`src/rtl/snoop_pkg.sv`:
```
package snoop_pkg;
  typedef enum logic [1:0] {
    SN_OPCODE,
    SN_HEADER,
    SN_PASS,
    SN_STRIPE
  } snoop_state_e;
endpackage

```
`src/rtl/snoop_fsm.sv`:
```
module snoop_fsm #(
  parameter logic [7:0] OP_READ  = 8'h03,
  parameter logic [7:0] OP_FAST  = 8'h0B,
  parameter logic [7:0] OP_QUAD  = 8'hEB,
  parameter int         HDR_READ = 3,
  parameter int         HDR_FAST = 4,
  parameter int         HDR_QUAD = 5
) (
  input  logic       clk_i,
  input  logic       rst_ni,
  input  logic       cs_change_i,
  input  logic       step_i,
  input  logic [7:0] byte_i,
  output logic       stripe_o
);
  import snoop_pkg::*;

  localparam int HMAX = (HDR_READ > HDR_FAST) ?
                        ((HDR_READ > HDR_QUAD) ? HDR_READ : HDR_QUAD) :
                        ((HDR_FAST > HDR_QUAD) ? HDR_FAST : HDR_QUAD);
  localparam int HW = $clog2(HMAX + 1);

  snoop_state_e state_q;
  logic [HW-1:0] left_q;

  always_ff @(posedge clk_i or negedge rst_ni) begin
    if (!rst_ni) begin
      state_q <= SN_OPCODE;
      left_q  <= '0;
    end else if (cs_change_i) begin
      state_q <= SN_OPCODE;
      left_q  <= '0;
    end else if (step_i) begin
      unique case (state_q)
        SN_OPCODE: begin
          if (byte_i == OP_READ) begin
            state_q <= SN_HEADER;
            left_q  <= HW'(HDR_READ);
          end else if (byte_i == OP_FAST) begin
            state_q <= SN_HEADER;
            left_q  <= HW'(HDR_FAST);
          end else if (byte_i == OP_QUAD) begin
            state_q <= SN_HEADER;
            left_q  <= HW'(HDR_QUAD);
          end else begin
            state_q <= SN_PASS;
          end
        end
        SN_HEADER: begin
          left_q <= left_q - 1'b1;
          if (left_q == HW'(1)) state_q <= SN_STRIPE;
        end
        default: ;
      endcase
    end
  end

  assign stripe_o = (state_q == SN_STRIPE);
endmodule

```
`src/rtl/lane_striper.sv`:
```
// UNSTRIPE=0: bit k -> lane k%LANES, position k/LANES. UNSTRIPE=1: inverse.
module lane_striper #(
  parameter int LANES    = 2,
  parameter bit UNSTRIPE = 1'b0
) (
  input  logic [LANES*8-1:0] data_i,
  output logic [LANES*8-1:0] data_o
);
  localparam int NB = LANES * 8;

  for (genvar k = 0; k < NB; k++) begin : g_bit
    localparam int LIDX = (k % LANES) * 8 + (k / LANES);
    if (UNSTRIPE) begin : g_inv
      assign data_o[k] = data_i[LIDX];
    end else begin : g_fwd
      assign data_o[LIDX] = data_i[k];
    end
  end
endmodule

```
`src/rtl/rx_serializer.sv`:
```
module rx_serializer #(
  parameter int LANES = 2,
  localparam int CW   = $clog2(LANES + 1)
) (
  input  logic               clk_i,
  input  logic               rst_ni,
  input  logic               load_i,
  input  logic [CW-1:0]      nbytes_i,
  input  logic [LANES*8-1:0] data_i,
  output logic               valid_o,
  output logic [7:0]         data_o,
  output logic               busy_o
);
  logic [LANES*8-1:0] buf_q;
  logic [CW-1:0]      cnt_q;

  always_ff @(posedge clk_i or negedge rst_ni) begin
    if (!rst_ni) begin
      buf_q <= '0;
      cnt_q <= '0;
    end else if (load_i) begin
      buf_q <= data_i;
      cnt_q <= nbytes_i;
    end else if (cnt_q != '0) begin
      buf_q <= buf_q >> 8;
      cnt_q <= cnt_q - 1'b1;
    end
  end

  assign valid_o = (cnt_q != '0);
  assign busy_o  = valid_o;
  assign data_o  = buf_q[7:0];
endmodule

```
`src/rtl/flash_snoop_striper.sv`:
```
module flash_snoop_striper #(
  parameter int         LANES    = 2,
  parameter logic [7:0] OP_READ  = 8'h03,
  parameter logic [7:0] OP_FAST  = 8'h0B,
  parameter logic [7:0] OP_QUAD  = 8'hEB,
  parameter int         HDR_READ = 3,
  parameter int         HDR_FAST = 4,
  parameter int         HDR_QUAD = 5
) (
  input  logic               clk_i,
  input  logic               rst_ni,
  input  logic               cs_change_i,
  input  logic [7:0]         tx_data_i,
  input  logic               tx_valid_i,
  output logic               tx_ready_o,
  output logic               xfer_req_o,
  output logic [LANES*8-1:0] xfer_tx_o,
  input  logic               xfer_done_i,
  input  logic [LANES*8-1:0] xfer_rx_i,
  input  logic               rx_full_i,
  output logic               rx_valid_o,
  output logic [7:0]         rx_data_o,
  output logic               overflow_o
);
  localparam int W  = LANES * 8;
  localparam int CW = $clog2(LANES + 1);

  logic          stripe_w, ser_busy_w;
  logic [W-1:0]  gbuf_q, gbuf_d, striped_w, unstriped_w, ser_data_w;
  logic [CW-1:0] gcnt_q, gcnt_d, need_w, consumed_w, ser_n_w;
  logic          accept_w, launch_w, done_w;
  logic          active_q, xstripe_q, ovf_q;
  logic [W-1:0]  xtx_q;
  logic [7:0]    sent_q;

  assign need_w     = stripe_w ? CW'(LANES) : CW'(1);
  assign tx_ready_o = (gcnt_q < CW'(LANES));
  assign accept_w   = tx_valid_i && tx_ready_o;
  assign launch_w   = !active_q && !ser_busy_w && (gcnt_q >= need_w);
  assign consumed_w = launch_w ? need_w : '0;
  assign done_w     = active_q && xfer_done_i;

  // gather buffer: drop consumed bytes, append the accepted one
  always_comb begin
    gbuf_d = '0;
    for (int i = 0; i < LANES; i++) begin
      if (i + int'(consumed_w) < LANES)
        gbuf_d[i*8 +: 8] = gbuf_q[(i + int'(consumed_w))*8 +: 8];
    end
    if (accept_w)
      gbuf_d[(int'(gcnt_q) - int'(consumed_w))*8 +: 8] = tx_data_i;
    gcnt_d = gcnt_q - consumed_w + CW'(accept_w);
  end

  always_ff @(posedge clk_i or negedge rst_ni) begin
    if (!rst_ni) begin
      gbuf_q <= '0;
      gcnt_q <= '0;
    end else begin
      gbuf_q <= gbuf_d;
      gcnt_q <= gcnt_d;
    end
  end

  lane_striper #(.LANES(LANES), .UNSTRIPE(1'b0)) i_fwd (
    .data_i (gbuf_q),
    .data_o (striped_w)
  );

  always_ff @(posedge clk_i or negedge rst_ni) begin
    if (!rst_ni) begin
      active_q  <= 1'b0;
      xstripe_q <= 1'b0;
      xtx_q     <= '0;
      sent_q    <= '0;
      ovf_q     <= 1'b0;
    end else begin
      ovf_q <= done_w && rx_full_i;
      if (launch_w) begin
        active_q  <= 1'b1;
        xstripe_q <= stripe_w;
        xtx_q     <= stripe_w ? striped_w : {LANES{gbuf_q[7:0]}};
        sent_q    <= gbuf_q[7:0];
      end else if (done_w) begin
        active_q <= 1'b0;
      end
    end
  end

  assign xfer_req_o = active_q;
  assign xfer_tx_o  = xtx_q;
  assign overflow_o = ovf_q;

  snoop_fsm #(
    .OP_READ (OP_READ),  .OP_FAST (OP_FAST),  .OP_QUAD (OP_QUAD),
    .HDR_READ(HDR_READ), .HDR_FAST(HDR_FAST), .HDR_QUAD(HDR_QUAD)
  ) i_fsm (
    .clk_i       (clk_i),
    .rst_ni      (rst_ni),
    .cs_change_i (cs_change_i),
    .step_i      (done_w && !xstripe_q),
    .byte_i      (sent_q),
    .stripe_o    (stripe_w)
  );

  lane_striper #(.LANES(LANES), .UNSTRIPE(1'b1)) i_inv (
    .data_i (xfer_rx_i),
    .data_o (unstriped_w)
  );

  assign ser_data_w = xstripe_q ? unstriped_w : {{(W-8){1'b0}}, xfer_rx_i[7:0]};
  assign ser_n_w    = xstripe_q ? CW'(LANES) : CW'(1);

  rx_serializer #(.LANES(LANES)) i_ser (
    .clk_i    (clk_i),
    .rst_ni   (rst_ni),
    .load_i   (done_w && !rx_full_i),
    .nbytes_i (ser_n_w),
    .data_i   (ser_data_w),
    .valid_o  (rx_valid_o),
    .data_o   (rx_data_o),
    .busy_o   (ser_busy_w)
  );
endmodule

```
`config.mk`:
```
export PLATFORM = sky130hd
export DESIGN_NAME = flash_snoop_striper
export DESIGN_NICKNAME = d
export VERILOG_FILES = /design/src/rtl/snoop_pkg.sv /design/src/rtl/snoop_fsm.sv /design/src/rtl/lane_striper.sv /design/src/rtl/rx_serializer.sv /design/src/rtl/flash_snoop_striper.sv
export SDC_FILE = /design/constraint.sdc
export NUM_CORES = 1
export LEC_CHECK = 0
export ABC_AREA = 1
export BUFFER_PORTS_ARGS = -buffer_cell sky130_fd_sc_hd__buf_4
export CORE_MARGIN = 3
export CORE_UTILIZATION = 45
export CTS_CLUSTER_DIAMETER = 120
export DETAILED_ROUTE_END_ITERATION = 8
export GPL_TIMING_DRIVEN = 0
export MAX_ROUTING_LAYER = met4
export PLACE_DENSITY = 0.8
export SYNTH_ARGS = -nofsm -noshare
export SYNTH_HDL_FRONTEND = slang
export SYNTH_SLANG_ARGS = --single-unit
```
`constraint.sdc`:
```
create_clock -name clk_i -period 3.25 [get_ports clk_i]
set_input_delay 0.4875 -clock clk_i [delete_from_list [all_inputs] [get_ports clk_i]]
set_output_delay 0.4875 -clock clk_i [all_outputs]
set_load 0.02 [all_outputs]
```
== Word level (Yosys, flattened, before mapping) ==
Cells that the tools add are included.
Storage, ports and cells
  register bits: 68
  bits of input ports: 30
  output and inout bits: 28
  logic and storage cells: 81
Operators by class
  add/subtract/negate cells: 7
  order comparisons: 4
  equality and inequality tests: 8
  shift-type cells: 4
  mux-type cells: 28
  reductions and logical operators: 19
Operators with widths (number)
  $mux 16: 5
  $neg 6->33: 1
  $shift 8x33->16 const A: 1
  $shiftx 8x33->16: 1
  $lt 32x3->1 const B: 1
  $mux 2: 11
  $bwmux 16: 1
  $mux 8: 2
  $shiftx 16x6->8: 1
  $shiftx 16x7->8: 1
  $mux 3: 5
  $eq 8x2->1 const B: 1
  $eq 8x4->1 const B: 1
  $eq 8x8->1 const B: 1
  $reduce_bool 2->1: 4
  $logic_and 1x1->1: 7
  $pmux 3 s2: 1
  $reduce_and 3->1: 2
  $ne 5x2->1 const B: 1
  $logic_not 1->1: 4
  $lt 2x2->1 const B: 2
  $pmux 2 s2: 1
  $add 1x2->3 const A: 1
  $eq 3x1->1 const B: 1
  12 further kinds: 13

== Depth between registers and ports, before layout ==
Gate-level depths: netlist of run 1.
  word-level depth: 10
  gate-level depth with buffers: 19
  depth with buffers taken out: 16

== Cells and area by module ==
Synthesis of run 1 repeated with hierarchy kept, for this count alone.
Unflattened totals
  cell total of the unflattened synthesis: 517
  area, all modules: 3966.3 µm²
By module, submodules not included
  flash_snoop_striper: times used 1, cells each 308, area each 2374.8 µm², seq. area each 1126.1 µm²
  rx_serializer: times used 1, cells each 103, area each 902.1 µm², seq. area each 450.4 µm²
  snoop_fsm: times used 1, cells each 74, area each 449.2 µm², seq. area each 125.1 µm²
  lane_striper: times used 2, cells each 16, area each 120.1 µm², seq. area each 0.0 µm²

== Least setup slack after synthesis of run 1 ==
Ideal clock, no wire load.
  path kind: flip-flop to flip-flop
  start: register i_fsm.state_q[1]
  end: register gbuf_q[14]
  setup time: 0.124 ns
  arrival: 3.137 ns
  required time: 3.126 ns
  slack: -0.010 ns
  cell stages (with the launch flop): 16
  buffers on the path: 2
  clock period less this slack: 3.260 ns
  cells stage by stage: dfrtp_1 > nand2_1 > buf_2 > ha_1 > o21ai_0 > nand2_1 > nand2_2 > nor2_4 > ha_1 > fa_1 > ha_1 > buf_2 > nor4_4 > nand2_2 > nand3_1 > o21ai_1
Between the ends
  cells in the longest elaborated chain, start to end: 10
  elaborated cells between the ends (all ways): 15
  classes of those cells: 3 x add/sub; 2 x order compare; 1 x eq/ne; 3 x shift; 5 x mux; 1 x reduce/logical
Ends and longest elaborated chain
  from (decl): line snoop_fsm.sv:23  | snoop_state_e state_q;
  from (signal assigned): line snoop_fsm.sv:28  | state_q <= SN_OPCODE;
  from (signal assigned): line snoop_fsm.sv:31  | state_q <= SN_OPCODE;
  from (signal assigned): line snoop_fsm.sv:37  | state_q <= SN_HEADER;
  $eq 2x2->1 (*): line snoop_fsm.sv:58  | assign stripe_o = (state_q == SN_STRIPE);
  $mux 2 (*): line flash_snoop_striper.sv:36  | assign need_w = stripe_w ? CW'(LANES) : CW'(1);
  $ge 2x2->1: line flash_snoop_striper.sv:39  | assign launch_w = !active_q && !ser_busy_w && (gcnt_q >= need_w);
  $logic_and 1x1->1: line flash_snoop_striper.sv:39
  $mux 2 (*): line flash_snoop_striper.sv:40  | assign consumed_w = launch_w ? need_w : '0;
  $add 1x2->3 / $sub 2x2->3 (equally long branches): line flash_snoop_striper.sv:47, flash_snoop_striper.sv:48, flash_snoop_striper.sv:51
  $lt 32x3->1, or another cell as far along: line flash_snoop_striper.sv:47  | if (i + int'(consumed_w) < LANES)
  $mux 8, or another cell as far along: line flash_snoop_striper.sv:47
  $bwmux 16: line flash_snoop_striper.sv:51  | gbuf_d[(int'(gcnt_q) - int'(consumed_w))*8 +: 8] = tx_data_i;
  $mux 16 (*): line flash_snoop_striper.sv:50  | if (accept_w)
  net gbuf_d[14]: line flash_snoop_striper.sv:29  | logic [W-1:0] gbuf_q, gbuf_d, striped_w, unstriped_w, ser_data_w;
  to (signal assigned): line flash_snoop_striper.sv:60  | gbuf_q <= gbuf_d;
  to (decl): line flash_snoop_striper.sv:29
The timed path passes the listed nets; every way through them passes the cells marked *.
A chain may end at the register's enable or synchronous reset.

== Worst setup path in the final report of run 1 ==
Ends and elaborated chain as after synthesis.

==> results.md, run 1 <==
Timing:
- Setup repair after global routing left no endpoint under its margin.
- The final-report max-slew violation count is 0.
- The count of final hold-check violations is 0.
- In the finished design, the share of the clock period the worst path needs comes to 93.1%.
- The transition time of the tightest slew-check pin is 835 ps.
- The shortest period the worst path allows is 3030 ps.
- The worst hold slack is 235 ps.
- Setup violations remaining at the end of the flow were counted as 0.
- The timing-limited maximum frequency is 331 MHz.
- The worst clock skew on the final layout is 6.55 ps.
- The relative slew slack is 44.3%.

Floorplan:
- The die is 93.3 um tall.
- In this run the core area contains 31 standard-cell rows.
- The core region is 0.00733 mm2.
- The die is 93.3 um wide.
- The total I/O pin count is 58.
- For this configuration, the core starts out at a cell density of 46.8%.
- The die footprint is 0.00871 mm2.

Logic synthesis:
- The sequential share of the synthesized area is 48.9%.
- The total number of yosys warnings is 0.
- In the synthesized netlist, mux cells make up 0% of the area.
- After synthesis, the largest family of logic cells by area is simple AND/OR/NAND/NOR gates.
- The post-synthesis net count is 439.
- The total standard cell area after synthesis is 0.00343 mm2.
- The synthesized-area fraction occupied by and/or/nand/nor cells is 22.8%.
- The post-synthesis sequential element count is 67.
- The number of synthesized flops with an enable pin is 0.
- The cell count after synthesis is 397.
- The primary flip-flop cell chosen by synthesis mapping is dfrtp_1.
- The arithmetic-cell share of the synthesized area counting full adders, half adders and majority gates is 4.60%.
- Of all cell types, the one taking the most synthesized area is dfrtp_1.
- Synthesis instantiated 30 different standard cells from the library.
- Counting instances in the post-synthesis netlist gives the leading cell types as nand2_1 (116), dfrtp_1 (67), inv_1 (34).
- The mean instance size in the synthesized netlist is 8.64 um2.
- By instance count, the leading cell after synthesis is nand2_1.
- The share of the synthesized netlist area taken by xor and xnor gates is 0.511%.
- The proportion of synthesized flip-flops having asynchronous set or reset is 100%.
- The top cell type's share of synthesized area is 48.9%.
- Summing the areas of all compound-gate instances in the mapped netlist gives 14.8% of the synthesized area.
- By area the synthesized netlist is led by dfrtp_1 (49%), nand2_1 (13%), ha_1 (4.0%).

Routing:
- The average wire length per cell after detail routing is 14.0 um.
- For this block, the via count after detailed routing is 3034.
- The residual DRC count is 0.
- The first detailed-routing pass ran for 5 iterations.
- After the first detailed-routing iteration, the DRC count stood at 176.
- In this run the remaining antenna-violating nets after routing total 0.
- Using the TritonRoute via totals, the vias-per-cell ratio works out to 5.26.
- The post-detailed-routing wire length is 8100 um.

Worst setup path:
- The critical path startpoint category is a register.
- The kind of end point of the critical path is a register.
- The data arrival time of the worst path is 3260 ps.
- The critical path start-end classification is register to register.
- The largest fanout of any net on the critical path is 10.
- At the worst endpoint, the required time is 3480 ps.

Power and ir drop:
- The sequential cell fraction of total power is 33.1%.
- The share of total power dissipated in combinational logic is 47.3%.
- The leakage dissipation is 0.00216 uW.
- Summed over all nets, the switching power comes to 1610 uW.
- Across the VDD grid, the largest voltage drop is 0.000755 V.
- The part of the total power dissipated in the clock network is 19.6%.
- The switching part of the total power is 40.7%.
- Cell internal power was estimated by the tool at 2330 uW.
- Power spread over the standard cell area amounts to 917 mW/mm2.

Placement:
- The number of port buffers is 57.
- The placed wire-length estimate after detailed placement is 5730 um.
- The congestion estimate from routability-driven global placement came to 0.849.
- The placed instances occupy a cell area of 0.00398 mm2.
- The cell count after placement is 553.

Clock tree:
- The maximum level of the CTS H-tree is 3.
- Counting every sink on the clock net gives 67.
- The number of clock buffers added by TritonCTS is 9.
- TritonCTS built the clock tree.
- The clock network latency to the later pin of the worst-skew pair is 340 ps.
- Clock-pin slew was measured on the worst setup and hold paths at 70 ps.
- Counting along the longest clock path gives a buffer depth of 2.
- The clock tree root driver cell is clkbuf_8.

Finish:
- The post-synthesis to final-layout area growth is 25.3%.
- The final layout contains 517 nets.
- The cell area after layout is 0.00430 mm2.
- For this run, the number of standard cells in the final layout without fillers is 577.
- Of the cells placed in the final design, the portion with a size suffix greater than 1 is 24.9%.
- The number of antenna diodes in the final layout is 0.

Global route:
- The total congestion overflow after global routing is 0.
- The global-route met2 utilization is 32.6%.
- Across every metal layer, demand over resource in global routing totals 20.2%.
- The layer flagged by global routing as most heavily used is met2.
- The via count of the first global-routing pass is 2924.
- For met1 alone, demand over resource in global routing was 25.6%.
- Entering global routing, the biggest net connects 68 pins.
- Global routing consumed, on the met3 layer, 5.15% of the routing resources.
- The first global-routing pass estimated 13600 um of wire.
- The number of antenna violations at the first check in global routing is 0.

Min path:
- In this run the worst hold path is classified as input pin to asynchronous set/reset pin.

Status:
- The run finished with clean final reports.

Flow run:
- The tool flagged a number of max-cap violations equal to 0.
-- worst max-delay path: stages, from the launching register on --
cell and delay (ps):
dfrtp_1 380, nand2_2 90, buf_6 130, ha_1 260
o21ai_1 60, nand2_1 110, nand2_4 90, nor2_4 140
buf_6 130, inv_1 40, ha_1 300, nand2_2 100
inv_1 50, ha_1 260, buf_4 170, nor4_4 260
nand2_2 170, nand3_1 100, o21ai_1 70
-- cell usage in the layout (no fill, tap or decap), drive strengths merged --
master	netlist	routed
nand2	119	120
buf	19	85
dfrtp	67	67
inv	37	37
nor2	28	28
nand3	24	24
o21ai	23	23
a31oi	15	15
clkbuf	3	15
o211ai	14	14
a21oi	12	12
ha	11	11
a21boi	8	8
a22o	6	6
a32o	2	2
nor3	2	2
nand4	2	2
bufinv	0	2
nor4	1	1
xnor2	1	1
xor2	1	1
or2	1	1
fa	1	1
-- power by group through the flow --
stage	clock [uW]	sequential (uW)	combinational [uW]
finish	773	1300	1860
global placement	0	1310	1690
CTS	782	1300	1830
floorplan	0	1360	1150
detailed placement	0	1320	1760
global route	814	1340	2080
-- through the flow --
step / power (uW) / util [%] / setup slack (ps) / setup TNS [ps]
after global placement: 3000 / 54.3 / -323 / -2470
after floorplan: 2510 / - / 107 / 0
after detailed placement: 3080 / 54.3 / -415 / -3210
after CTS: 3920 / 58.2 / 17.5 / 0
after global routing: 4230 / 58.6 / 17.1 / 0
final: 3940 / 58.6 / 225 / 0
-- path summary, 6_finish.rpt --
kind,startpoint,endpoint,slack [ps],cells after the start
max reg2reg,i_fsm.state_q[1],gbuf_q[14],220,18
min in group clk_i,xfer_done_i,xfer_req_o,350,2
max in group asynchronous,rst_ni,i_fsm.left_q[2],2460,1
max,i_fsm.state_q[1],gbuf_q[14],220,18
min,rst_ni,i_ser.buf_q[1],230,1
min reg2reg,i_fsm.left_q[1],i_fsm.left_q[1],480,2
-- timing repair --
action,4_1_cts,5_1_grt
pin swaps,4,4
setup endpoints to repair,8,8
setup buffers,6,3
hold buffers,0,0
cloned,1,0
resized for setup,6,5
-- layer usage --
layer | share of wire (%) | wire length [um] | vias up
li1 | - | - | 1469
met1 | 43 | 3510 | 1455
met2 | 50 | 4010 | 101
met3 | 6.4 | 515 | 9
met4 | 0.83 | 67 | 0
met5 | 0 | 0 | -
-- kinds of logic (layout without fill, tap and decap cells) --
family | count (synthesis) | count (layout)
simple gates | 177 | 178
compound gates | 80 | 80
flops | 67 | 67
buf+inv | 59 | 139
fa+ha+maj | 12 | 12
xor+xnor | 2 | 2
-- sequential cells by signal, indices dropped and copies added (netlist names) --
register       cells
sent_q             7
i_ser.buf_q       16
overflow_o         1
gbuf_q            16
xfer_tx_o         16
xstripe_q          1
i_fsm.left_q       3
gcnt_q             2
i_ser.cnt_q        2
xfer_req_o         1
i_fsm.state_q      2
-- layout make-up --
class                   instances  area, um2
multi-input cells             272       1490
clock inverters                 2       60.1
inverters                      37        139
plain buffers                  22        161
clock buffers                  12        155
flip-flops and latches         67       1680
well taps                      99        124
fillers                       634       3030
repair buffers                 66        495
Note: power is estimated with default switching activity, not from simulation.
==> run 2: changes to the inputs <==
CORE_MARGIN = default   (was 3)
CORE_UTILIZATION = 51   (was 45)
PLACE_DENSITY = 0.87   (was 0.8)
==> results.md, run 2 (synthesis gave the netlist of run 1 again) <==
Timing:
- The count of final hold-check violations is 0 (unchanged).
- The shortest period the worst path allows came to 3080 ps (+51.6 ps).
- The relative slew slack is 43.1% (-1.2 points).
- The final-report max-slew violation count came to 0 (unchanged).
- The worst hold slack came to 231 ps (-3.59 ps).
- The worst setup margin is 173 ps (-51.6 ps).
- The final worst-path cycle share is 94.7% (+1.6 points).
- The final count of negative-setup-slack endpoints is 0 (unchanged).
- The worst clock skew on the final layout came to 9.51 ps (+2.96 ps).
- The transition time of the tightest slew-check pin is 854 ps (+18.7 ps).
- The timing-limited maximum frequency was 325 MHz (-1.7%).

Worst setup path:
- The number of buffer and inverter stages on the critical path came to 5 (unchanged).
- The worst setup path is captured at a register.
- The critical path startpoint category is a register.
- On the critical path the largest part of the delay comes from simple AND/OR/NAND/NOR gates.
- The data arrival time of the worst path came to 3320 ps (+60 ps).
- The peak per-stage delay on the critical path is 380 ps (about the same).
- The worst-path cell with the longest stage delay is dfrtp_1.
- The largest fanout of any net on the critical path is 10 (unchanged).
- Traced cell by cell, the critical path runs through nand2_2 > buf_6 > ha_1 > o21ai_1 > nand2_1 > nand2_4 > nor2_4 > buf_8 > inv_1 > ha_1 > nand2_2 > inv_1 > ha_1 > buf_4 > nor4_4 > nand2_2 > nand3_1 > o21ai_1.
- The setup path with the least slack is of type register to register.
- The required time at the endpoint of the critical path is 3490 ps (about the same).

Floorplan:
- The total I/O pin count is 58 (unchanged).
- The die footprint is 0.00706 mm2 (-19%).
- The number of standard-cell rows in the floorplan is 29 (-6.5%).
- The height of the die is 84.0 um (-10%).
- The horizontal die dimension was 84.0 um (-10%).
- The initial core utilization was 53.4% (+6.6 points).
- The core box area was 0.00642 mm2 (-12%).

Finish:
- The share of post-route cells with drive strength above 1 came to 25.3% (+0.36 points).
- The area growth from synthesis to layout is 25.0%.
- The antenna diode count was 0 (unchanged).
- The net count reported at finish was 520 (+0.58%).
- The count of filler cells inserted in the layout came to 511 (-19%).
- The final standard cell utilization of the core was 66.8% (+8.1 points).
- In the layout the commonest cells are nand2_1 (114), buf_4 (81), dfrtp_1 (67), inv_1 (34), nand3_1 (24).
- The leading cell type in the layout, fill and taps excluded is nand2_1.
- The area of the multi-input gates is 0.00149 mm2 (unchanged).
- The storage element area is 0.00168 mm2 (unchanged).

Global route:
- The global-route wire length before repair is 14000 um (+3.4%).
- The pin count of the biggest net entering global routing came to 68 (unchanged).
- The total congestion overflow after global routing is 0 (unchanged).
- The number of antenna violations at the first check in global routing is 0 (unchanged).
- The aggregate global-route resource usage is 26.0% (+5.9 points).
- The via count of the first global-routing pass is 3039 (+3.9%).

Clock tree:
- The number of buffers created by CTS is 9 (unchanged).
- The clock network latency to the later pin of the worst-skew pair is 350 ps (about the same).
- The clock tree root driver cell is clkbuf_8.
- The clock-pin slew on the worst setup and hold paths is 70 ps (about the same).
- The clock net sink count was 67 (unchanged).
- TritonCTS built the clock tree.
- The clock tree buffer depth is 2 (unchanged).
- The maximum level of the CTS H-tree is 3 (unchanged).

Flow run:
- The max-cap violation count is 0 (unchanged).

Power and ir drop:
- The total power consumption of the routed design is 3940 uW (about the same).
- The leakage dissipation is 0.00218 uW (+0.62%).
- The maximum VDD drop is 0.000557 V (-26%).
- The power density over cell area is 918 mW/mm2 (+0.20%).

Routing:
- The post-detailed-routing wire length is 8340 um (+3.0%).
- The residual DRC count is 6 (+6).
- The vias after detailed routing was 3078 (+1.5%).
- The post-detailed-route via-to-cell ratio is 5.50 (+4.5%).
- The count of antenna-violating nets left after detailed routing came to 0 (unchanged).
- The average wire length per cell after detail routing is 14.9 um (+6.1%).
- The first-pass iteration count of the detailed router is 7 (+2).
- The count of routing violations after the opening detailed-route iteration is 212 (+20%).

Placement:
- The placed wire-length estimate after detailed placement is 5520 um (-3.6%).
- The number of port buffers is 57 (unchanged).
- The worst slack at placement is -417 ps (-1.55 ps).
- The final weighted congestion in routability-driven placement is 0.812 (-4.4%).

Min path:
- The tightest min-delay check is of the input pin to asynchronous set/reset pin type.

Status:
- The run finished, with violations left.
- The checks that failed: DRC.
[run 2: worst register-to-register path, stage by stage (launching register included)]
cell and delay (ps):
dfrtp_1 380, nand2_2 110, buf_6 150, ha_1 260, o21ai_1 60, nand2_1 120
nand2_4 100, nor2_4 120, buf_8 130, inv_1 40, ha_1 310, nand2_2 100
inv_1 60, ha_1 260, buf_4 170, nor4_4 250, nand2_2 160, nand3_1 110
o21ai_1 70
[run 2: path summary, 6_finish.rpt]
check	depth (start not counted)	end	slack [ps]	start
setup / recovery	18	gbuf_q[14]	170	i_fsm.state_q[1]
hold / removal	1	i_ser.buf_q[10]	230	rst_ni
setup reg to reg	18	gbuf_q[14]	170	i_fsm.state_q[1]
hold reg to reg	2	i_fsm.left_q[2]	480	i_fsm.left_q[2]
max in group asynchronous	1	xfer_tx_o[0]	2440	rst_ni
min in group clk_i	2	xfer_req_o	360	xfer_done_i
[run 2: area by class of cell]
cell class | instances | area share (%)
flip-flops and latches | 67 | 39.1
inverters | 37 | 3.24
clock buffers | 15 | 4.11
repair buffers | 69 | 12.1
well taps | 77 | 2.25
plain buffers | 22 | 3.85
multi-input cells | 272 | 34.7
clock inverters | 1 | 0.700
[run 2: per-layer routing]
| metal | vias up | global-route usage, % | routed length (um) |
|---|---|---|---|
| met5 | - | - | 0 |
| met4 | 0 | 9.25 | 121 |
| met3 | 12 | 7.02 | 469 |
| met2 | 115 | 43.2 | 4330 |
| met1 | 1487 | 30.5 | 3420 |
| li1 | 1464 | - | - |
[run 2: repair_timing]
| action | 4_1_cts | 5_1_grt |
|---|---|---|
| hold buffers | 0 | 0 |
| buffers inserted | 5 | 7 |
| resized for setup | 6 | 6 |
| cloned | 1 | 0 |
| setup endpoints to repair | 9 | 8 |
| pin swaps | 3 | 5 |
[run 2: where the power goes]
group / leakage [uW] / total [uW] / internal, uW / switching, uW
logic: 0.00120 / 1900 / 770 / 1130
registers: 0.000874 / 1320 / 1110 / 203
clock network: 0.000104 / 727 / 419 / 308
total: 0.00218 / 3940 / 2300 / 1640
[run 2: per-stage QoR]
step / instance area, um2 / TNS [ps] / std cells
detailed placement: 3960 / -3230 / 531
global placement: 3960 / -2360 / 531
floorplan: 3430 / 0 / 397
finish: 4290 / 0 / 560
global route: 4290 / -7.94 / 560
CTS: 4220 / 0 / 553
==> run 3: changes to the inputs <==
CORE_UTILIZATION = 53   (was 51)
CTS_BUF_LIST = sky130_fd_sc_hd__clkbuf_8   (was default)
PLACE_DENSITY = 0.9   (was 0.87)
==> results.md, run 3 (synthesis gave the netlist of run 1 again) <==
Floorplan:
- The horizontal die dimension is 82.5 um (-1.9%).
- The initial core utilization is 56.3% (+2.9 points).
- The number of standard-cell rows in the floorplan is 28 (-3.4%).
- The total I/O pin count is 58 (unchanged).
- The height of the die is 82.5 um (-1.9%).
- The core box area was 0.00610 mm2 (-5.1%).
- The die footprint is 0.00680 mm2 (-3.7%).

Clock tree:
- The clock net sink count is 67 (unchanged).
- The clock tree root driver cell is clkbuf_8.
- The number of hold-repair buffers added at the cts stage is 0 (unchanged).
- The CTS tree is done.
- The clock tree buffer depth was 2 (unchanged).
- The clock-pin slew on the worst setup and hold paths is 70 ps (about the same).
- The maximum level of the CTS H-tree came to 3 (unchanged).
- The number of buffers created by CTS is 9 (unchanged).
- The clock network latency to the later pin of the worst-skew pair is 350 ps (about the same).

Worst setup path:
- The peak per-stage delay on the critical path is 390 ps (about the same).
- The kind of end point of the critical path is a register.
- The number of buffer and inverter stages on the critical path is 5 (unchanged).
- The reg-to-reg critical path endpoint is gbuf_q[15].
- The flop-to-flop setup slack is 240 ps (+70 ps).
- The data arrival time of the worst path is 3250 ps (-70 ps).
- In this run the critical register-to-register path is launched from i_fsm.state_q[1].
- The largest fanout of any net on the critical path came to 10 (unchanged).
- Traced cell by cell, the critical path runs through nand2_2 > buf_6 > ha_1 > o21ai_1 > nand2_1 > nand2_4 > nor2_4 > buf_6 > inv_1 > ha_1 > nand2_1 > inv_1 > ha_1 > buf_4 > nor4_4 > nand2_2 > nand3_1 > nand2_1.
- The critical path start-end classification is register to register.
- The worst-path cell with the longest stage delay is dfrtp_1.
- The logic depth of the worst path, buffers included is 18 (unchanged).
- The top cell family by delay on the critical path is simple AND/OR/NAND/NOR gates.
- The cell count of the worst reg-to-reg path is 18 (unchanged).
- The launch point of the critical path is i_fsm.state_q[1].
- The required time at the endpoint of the critical path was 3490 ps (about the same).
- The worst setup path is launched from a register.
- The endpoint of the worst setup timing path is gbuf_q[15].

Power and ir drop:
- The leakage dissipation was 0.00218 uW (+0.22%).
- The sequential cell fraction of total power is 33.7% (+0.3 points).
- The relative contribution of combinational cells to total power came to 47.9% (-0.2 points).
- The power density over cell area was 912 mW/mm2 (-0.66%).
- The internal power is 2280 uW (-0.80%).
- The switching part of the total power came to 41.4% (-0.14 points).
- The total power consumption of the routed design came to 3900 uW (-1.0%).
- The maximum VDD drop is 0.000739 V (+33%).
- The net switching power was 1620 uW (-1.4%).
- The part of the total power dissipated in the clock network is 18.4% (about the same).

Timing:
- The shortest period the worst path allows came to 3010 ps (-70.2 ps).
- The final worst-path cycle share was 92.5% (-2.2 points).
- The worst setup margin came to 243 ps (+70.2 ps).
- The relative slew slack is 44.0% (+0.93 points).
- The final count of negative-setup-slack endpoints is 0 (unchanged).
- The transition time of the tightest slew-check pin is 840 ps (-14.0 ps).
- The worst clock skew on the final layout is 5.24 ps (-4.27 ps).
- The worst hold slack is 242 ps (+11.0 ps).
- The final-report max-slew violation count is 0 (unchanged).
- Setup repair after global routing left no endpoint under its margin.
- The timing-limited maximum frequency is 333 MHz (+2.3%).
- The count of final hold-check violations was 0 (unchanged).

Routing:
- The count of routing violations after the opening detailed-route iteration is 238 (+12%).
- The post-detailed-routing wire length is 8160 um (-2.1%).
- The average wire length per cell after detail routing is 14.7 um (-1.6%).
- The first-pass iteration count of the detailed router is 5 (-2).
- The residual DRC count is 0 (-6).
- The vias after detailed routing is 3044 (-1.1%).
- The post-detailed-route via-to-cell ratio is 5.46 (-0.57%).
- The count of antenna-violating nets left after detailed routing was 0 (unchanged).

Placement:
- The final weighted congestion in routability-driven placement is 0.812 (about the same).
- The worst slack at placement came to -405 ps (+11.7 ps).
- The post-detailed-placement cell area is 0.00395 mm2 (about the same).
- The placed wire-length estimate after detailed placement is 5630 um (+1.9%).
- The number of port buffers was 57 (unchanged).

Finish:
- Leaving out fill and tap cells, the most frequent cells in the layout are nand2_1 (115), buf_4 (80), dfrtp_1 (67), inv_1 (37), nand3_1 (24).
- The leading cell type in the layout, fill and taps excluded is nand2_1.
- The net count reported at finish is 519 (-0.19%).
- The share of post-route cells with drive strength above 1 came to 24.9% (-0.36 points).
- Compared with the post-synthesis result, the final layout area differs by 24.5%.
- The antenna diode count is 0 (unchanged).
- The final standard cell utilization of the core is 70.1% (+3.3 points).
- The cell area after layout is 0.00427 mm2 (-0.38%).

Global route:
- The via count of the first global-routing pass is 2807 (-7.6%).
- The total congestion overflow after global routing is 0 (unchanged).
- The aggregate global-route resource usage is 27.0% (+0.97 points).
- The global-route wire length before repair is 13100 um (-6.6%).
- The pin count of the biggest net entering global routing is 68 (unchanged).
- The number of antenna violations at the first check in global routing came to 0 (unchanged).

Min path:
- The min-delay analysis places its worst path in the category input pin to asynchronous set/reset pin.

Flow run:
- The max-cap violation count came to 0 (unchanged).

Status:
- The run finished with clean final reports.
## run 3: layout make-up
cell class / count / area, um2
inverters: 37 / 139
well taps: 75 / 93.8
repair buffers: 68 / 510
plain buffers: 22 / 161
clock buffers: 12 / 165
clock inverters: 4 / 41.3
fillers: 472 / 1820
multi-input cells: 272 / 1480
flip-flops and latches: 67 / 1680
## run 3: how the worst min path moves through the flow
stage	start	end
detailed placement	i_fsm.left_q[2]	i_fsm.left_q[2]
global route	rst_ni	i_ser.buf_q[1]
CTS	rst_ni	i_ser.buf_q[2]
floorplan	rst_ni	gbuf_q[0]
global placement	i_fsm.left_q[1]	i_fsm.left_q[1]
finish	rst_ni	i_ser.buf_q[2]
## run 3: power groups by stage
stage | clock network (uW) | registers, uW | logic [uW]
final | 717 | 1310 | 1870
after global routing | 770 | 1340 | 2070
after CTS | 723 | 1310 | 1830
after detailed placement | 0 | 1320 | 1760
after global placement | 0 | 1310 | 1680
after floorplan | 0 | 1360 | 1150
## run 3: routing by layer
metal	GRT usage (%)	up-vias	part of all wire (%)
met3	6.81	10	5.9
met2	44.9	111	51
met4	9.12	0	1.3
met5	-	-	0
met1	31.9	1453	41
li1	-	1470	-
## run 3: stage by stage
| step | TNS (ps) | cells |
|---|---|---|
| after floorplan | 0 | 397 |
| after global placement | -2270 | 529 |
| after detailed placement | -3190 | 529 |
| after CTS | 0 | 552 |
| after global routing | 0 | 557 |
| final | 0 | 557 |
## run 3: timing repair
item / in CTS / in global routing
gates cloned: 1 / 0
setup buffers: 6 / 5
pin swaps: 4 / 5
resized for setup: 6 / 4
endpoints found under the setup margin: 8 / 8
